`src/rtl/xlt_pkg.sv`:
```
package xlt_pkg;

    localparam int VA_W     = 32;
    localparam int SEG_W    = 4;
    localparam int NSEG     = 1 << SEG_W;
    localparam int PG_SHIFT = 13;
    localparam int PFN_W    = VA_W - PG_SHIFT;
    localparam int NIB_W    = 4;
    localparam int BASE_W   = 32;
    localparam int NIB_PER_REG = BASE_W / NIB_W;

    localparam logic [2:0] PROT_ALL  = 3'b111;
    localparam logic [2:0] PROT_NONE = 3'b000;

    typedef enum logic [1:0] {
        ACC_RD  = 2'b00,
        ACC_WR  = 2'b01,
        ACC_EX  = 2'b10,
        ACC_RSV = 2'b11
    } acc_e;

    typedef enum logic [1:0] {
        RT_BYPASS  = 2'b00,
        RT_SEGMENT = 2'b01,
        RT_PAGED   = 2'b10
    } route_e;

    typedef struct packed {
        logic [VA_W-1:0] pa;
        logic [2:0]      prot;
        logic            miss;
    } xlt_res_t;

    function automatic logic is_exec(input acc_e k);
        return k == ACC_EX;
    endfunction

endpackage

```
`src/rtl/xlt_mode_dec.sv`:
```
module xlt_mode_dec
    import xlt_pkg::*;
#(
    parameter int N_SEG = NSEG,
    parameter int S_W   = SEG_W
) (
    input  logic [1:0]       mode,
    input  logic [N_SEG-1:0] direct_en,
    input  logic [S_W-1:0]   seg,
    output route_e           route
);
    always_comb begin
        if (mode == 2'b00)
            route = RT_BYPASS;
        else if (direct_en[seg])
            route = RT_SEGMENT;
        else
            route = RT_PAGED;
    end
endmodule

```
`src/rtl/xlt_seg_map.sv`:
```
module xlt_seg_map
    import xlt_pkg::*;
#(
    parameter int A_W   = VA_W,
    parameter int S_W   = SEG_W,
    parameter int B_W   = BASE_W,
    parameter int N_W   = NIB_W
) (
    input  logic [A_W-1:0] va,
    input  logic [B_W-1:0] base_lo,
    input  logic [B_W-1:0] base_hi,
    output logic [A_W-1:0] pa
);
    localparam int N_SEG   = 1 << S_W;
    localparam int PER_REG = B_W / N_W;
    localparam int OFF_W   = A_W - S_W;

    logic [N_W-1:0] nib_tab [N_SEG];
    logic [S_W-1:0] seg;

    assign seg = va[A_W-1 -: S_W];

    for (genvar g = 0; g < N_SEG; g++) begin : g_nib
        if (g < PER_REG) begin : g_lo
            assign nib_tab[g] = base_lo[(g % PER_REG)*N_W +: N_W];
        end else begin : g_hi
            assign nib_tab[g] = base_hi[(g % PER_REG)*N_W +: N_W];
        end
    end

    assign pa = {nib_tab[seg], va[OFF_W-1:0]};
endmodule

```
`src/rtl/xlt_page_req.sv`:
```
module xlt_page_req
    import xlt_pkg::*;
(
    input  logic   clk,
    input  logic   rst,
    input  logic   req_valid,
    input  route_e route,
    output logic   pg_req_valid
);
    always_ff @(posedge clk) begin
        if (rst)
            pg_req_valid <= 1'b0;
        else
            pg_req_valid <= req_valid && (route == RT_PAGED);
    end
endmodule

```
`src/rtl/seg_xlate_front.sv`:
```
module seg_xlate_front
    import xlt_pkg::*;
#(
    parameter int A_W = VA_W,
    parameter int S_W = SEG_W,
    parameter int P_S = PG_SHIFT
) (
    input  logic                  clk,
    input  logic                  rst,
    input  logic                  req_valid,
    input  logic [A_W-1:0]        vaddr,
    input  logic [1:0]            acc_kind,
    input  logic [1:0]            xlt_mode,
    input  logic [(1<<S_W)-1:0]   seg_direct_en,
    input  logic [31:0]           kbase_lo,
    input  logic [31:0]           kbase_hi,
    input  logic [A_W-P_S-1:0]    pg_pfn,
    input  logic                  pg_miss,
    input  logic [2:0]            pg_prot,
    output logic [A_W-1:0]        phys_addr,
    output logic [2:0]            prot,
    output logic                  miss,
    output logic                  path_imem,
    output logic                  pg_req_valid
);
    localparam int N_SEG = 1 << S_W;

    route_e         route;
    logic [A_W-1:0] seg_pa;
    xlt_res_t       res;

    xlt_mode_dec #(.N_SEG(N_SEG), .S_W(S_W)) u_dec (
        .mode      (xlt_mode),
        .direct_en (seg_direct_en),
        .seg       (vaddr[A_W-1 -: S_W]),
        .route     (route)
    );

    xlt_seg_map #(.A_W(A_W), .S_W(S_W), .B_W(32), .N_W(NIB_W)) u_seg (
        .va      (vaddr),
        .base_lo (kbase_lo),
        .base_hi (kbase_hi),
        .pa      (seg_pa)
    );

    xlt_page_req u_preq (
        .clk          (clk),
        .rst          (rst),
        .req_valid    (req_valid),
        .route        (route),
        .pg_req_valid (pg_req_valid)
    );

    always_comb begin
        case (route)
            RT_SEGMENT: res = '{pa: seg_pa, prot: PROT_ALL, miss: 1'b0};
            RT_PAGED:   res = '{pa: {pg_pfn, {P_S{1'b0}}},
                                prot: pg_miss ? PROT_NONE : pg_prot,
                                miss: pg_miss};
            default:    res = '{pa: vaddr, prot: PROT_ALL, miss: 1'b0};
        endcase
    end

    assign phys_addr = res.pa;
    assign prot      = res.prot;
    assign miss      = res.miss;
    assign path_imem = is_exec(acc_e'(acc_kind));
endmodule

```
`config.mk`:
```
export PLATFORM = sky130hd
export DESIGN_NAME = seg_xlate_front
export DESIGN_NICKNAME = d
export VERILOG_FILES = /design/src/rtl/xlt_pkg.sv /design/src/rtl/xlt_mode_dec.sv /design/src/rtl/xlt_seg_map.sv /design/src/rtl/xlt_page_req.sv /design/src/rtl/seg_xlate_front.sv
export SDC_FILE = /design/constraint.sdc
export NUM_CORES = 1
export LEC_CHECK = 0
export BUFFER_PORTS_ARGS = -buffer_cell sky130_fd_sc_hd__buf_2
export CAP_MARGIN = 25
export CORE_AREA = 2 2 69 71
export CTS_CLUSTER_DIAMETER = 200
export CTS_CLUSTER_SIZE = 10
export DETAILED_ROUTE_END_ITERATION = 10
export DIE_AREA = 0 0 71 73
export GPL_TIMING_DRIVEN = 1
export PLACE_DENSITY = 0.73
export RECOVER_POWER = 25
export SYNTH_ARGS = -nofsm -noshare
export SYNTH_HDL_FRONTEND = slang
export SYNTH_SLANG_ARGS = --single-unit
```
`constraint.sdc`:
```
create_clock -name clk -period 4.3 [get_ports clk]
set_input_delay 0.86 -clock clk [delete_from_list [all_inputs] [get_ports clk]]
set_output_delay 0.86 -clock clk [all_outputs]
set_load 0.01 [all_outputs]
```
==> flow_results.xml <==
<?xml version="1.0" encoding="UTF-8"?>
<metrics>
  <group name="final_layout">
    <metric name="instances_no_fill" unit="">334</metric>
    <metric name="layout-area-overhead-vs-synth" unit="%">82.9</metric>
    <metric name="register_area" unit="sq um">20.0</metric>
    <metric name="final_layout_size_suffix_gt1_share" unit="%">78.2</metric>
    <metric name="largest_register_ffs" unit="">1</metric>
    <metric name="largest-register" unit="">u_preq.pg_req_valid</metric>
    <metric name="n_fill_cell" unit="">441</metric>
    <metric name="area_used_by_multi_input_combinational_logic" unit="sq um">1030</metric>
    <metric name="diodes" unit="">0</metric>
    <metric name="final_cell_mix" unit="">buf_2 (174), mux4_2 (19), mux2_2 (17)</metric>
    <metric name="finish.utilization" unit="%">45.2</metric>
    <metric name="fin_area" unit="sq um">2050</metric>
    <metric name="layout.cells.most_common" unit="">buf_2</metric>
    <metric name="largest_registers" unit="">u_preq.pg_req_valid x1</metric>
    <metric name="number_of_nets_in_the_layout" unit="">424</metric>
  </group>
  <group name="synth">
    <metric name="area_contributors_post_synth" unit="">mux4_2 (38%), mux2_2 (17%), nor2b_1 (7.8%)</metric>
    <metric name="seq_area_frac_synth" unit="%">1.79</metric>
    <metric name="synthDominantCellAreaShare" unit="%">38.2</metric>
    <metric name="mappedNetlistArea" unit="sq um">1120</metric>
    <metric name="postSynthCellCount" unit="">106</metric>
    <metric name="yosysWarningCount" unit="">0</metric>
    <metric name="synth.net_count" unit="">248</metric>
    <metric name="ys_ff_latch" unit="">1</metric>
    <metric name="avgSynthCellArea" unit="sq um">10.6</metric>
    <metric name="ys_types" unit="">31</metric>
    <metric name="post-synth-top-area-cell" unit="">mux4_2</metric>
  </group>
  <group name="min_path">
    <metric name="worstHoldPathType" unit="">in -&gt; reg</metric>
  </group>
  <group name="sta">
    <metric name="hold_viol_final" unit="">0</metric>
    <metric name="rsz_0062_raised_after_global_routing" unit="">no</metric>
    <metric name="report.final.slew_viol_count" unit="">0</metric>
    <metric name="timing.setup.tns" unit="ns">0</metric>
    <metric name="finalSetupViolCount" unit="">0</metric>
    <metric name="timing.final.crit_share" unit="%">93.4</metric>
    <metric name="worst-slew-pin-transition" unit="ns">0.416</metric>
    <metric name="max_slew_margin" unit="%">72.3</metric>
    <metric name="fmax" unit="GHz">0.249</metric>
    <metric name="shortest_period_the_worst_path_allows" unit="ns">4.02</metric>
  </group>
  <group name="floorplanning">
    <metric name="floorplan.initialDensity" unit="%">24.7</metric>
    <metric name="die-area" unit="sq um">5180</metric>
    <metric name="fp.dieW" unit="um">71</metric>
    <metric name="design.portCount" unit="">180</metric>
    <metric name="floorplan.rows" unit="">25</metric>
    <metric name="core" unit="sq um">4540</metric>
    <metric name="fp.dieH" unit="um">73</metric>
  </group>
  <group name="global_route">
    <metric name="overflow" unit="">0</metric>
    <metric name="maximum_number_of_pins_on_one_net_before_global_route_repair" unit="">34</metric>
    <metric name="antenna_found_initial" unit="">2</metric>
    <metric name="grt_pass1_wl" unit="um">6870</metric>
    <metric name="grtUsageTotal" unit="%">16.3</metric>
    <metric name="first_global_vias" unit="">1561</metric>
  </group>
  <group name="routing">
    <metric name="drcViolationCount" unit="">0</metric>
    <metric name="num_vias" unit="">1592</metric>
    <metric name="drt_pass1_iterations" unit="">4</metric>
    <metric name="drt_first_iter_violations" unit="">12</metric>
    <metric name="vias_per_cell" unit="">4.77</metric>
    <metric name="wirelength" unit="um">4720</metric>
    <metric name="routedWlPerCell" unit="um">14.1</metric>
    <metric name="antenna_violating_nets_post_route" unit="">0</metric>
  </group>
  <group name="placed_design">
    <metric name="numPlacedInstances" unit="">334</metric>
    <metric name="area_after_dpl" unit="sq um">2060</metric>
    <metric name="routabilityCongestion" unit="">0.744</metric>
    <metric name="portBuffers" unit="">179</metric>
    <metric name="hpwl" unit="um">4260</metric>
  </group>
  <group name="clocking">
    <metric name="post-cts-setup-buffers" unit="">0</metric>
    <metric name="post_cts_hold_buffer_count" unit="">0</metric>
    <metric name="path_clk_slew" unit="ns">0</metric>
    <metric name="cts_repair_resize_count" unit="">0</metric>
  </group>
  <group name="job">
    <metric name="max-cap-violations" unit="">0</metric>
  </group>
  <group name="critical_path">
    <metric name="critical_path_arrival" unit="ns">3.16</metric>
    <metric name="timing_worst_setup_path_type" unit="">in -&gt; out</metric>
    <metric name="critPathLaunchType" unit="">primary input</metric>
    <metric name="critPathRequiredTime" unit="ns">3.44</metric>
    <metric name="critPathMaxFanout" unit="">33</metric>
    <metric name="setup.worst_path.end_class" unit="">output port</metric>
  </group>
  <group name="power_and_ir_drop">
    <metric name="leakage" unit="nW">1.10</metric>
    <metric name="power_per_cell_area" unit="nW/um^2">128</metric>
    <metric name="peak_supply_drop" unit="V">0.0000526</metric>
  </group>
  <group name="outcome">
    <metric name="outcome" unit="">completed</metric>
  </group>
</metrics>
where the power goes:
part	internal, W	switching (W)	total (W)
Combinational	0.000145	0.000108	0.000253
Sequential	0.0000100	0.000000161	0.0000102
Clock	0	0	0
layout make-up:
class                      count  share of cell area, %
inverter                       3                  0.549
sequential                     1                  0.976
timing repair buffer         184                   45.1
tap                           54                   3.29
multi-input combinational     92                   50.1
Yosys cell counts, drive strengths merged:
cell type   n
mux4       20
mux2       17
nor2b      14
mux2i       7
buf         6
nand2       5
clkbuf      4
and3b       3
inv         3
nor2        3
o21ai       3
a211oi      2
a21oi       2
a31oi       2
o221ai      2
or2         2
a211o       1
a21o        1
and2        1
dfxtp       1
nand2b      1
nand3       1
nor3b       1
o311ai      1
o31ai       1
or3         1
or3b        1
critical path, stage by stage:
cell,delay (ns)
buf_2,0.26
mux4_2,0.53
mux2_2,0.37
a211oi_4,0.24
buf_4,0.35
mux2_2,0.39
buf_2,0.14
cells by family after synthesis:
kind of cell	share of synthesized area, %
AOI/OAI and AO/OA	10.3
buffers and inverters	6.58
DFF	1.79
muxes	63.8
and+or+nand+nor	17.5
final timing paths:
check,cells after the start,slack [ns],to,from
max,7,0.28,phys_addr[13],vaddr[28]
min,2,1.14,u_preq.pg_req_valid$_SDFF_PP0_,req_valid
through the flow:
| step | hold WS [ns] | setup slack (ns) | total power [W] |
|---|---|---|---|
| after floorplan | 1.02 | 0.692 | 0.000155 |
| final | 1.14 | 0.283 | 0.000263 |
| after CTS | 1.14 | 0.264 | 0.000268 |
| after global routing | 1.16 | 0.155 | 0.000288 |
| after detailed placement | 1.14 | 0.260 | 0.000268 |
| after global placement | 1.13 | 0.291 | 0.000263 |
routing by layer:
metal  share of wire [%]  up-vias  global-route usage (%)
li1                    -      772                       -
met1                  36      697                    18.6
met2                  52      109                    32.5
met3                 9.2       10                    2.90
met4                 1.4        4                    1.68
met5                0.64        -                       0
No activity file was read; power rests on OpenSTA's default activity.
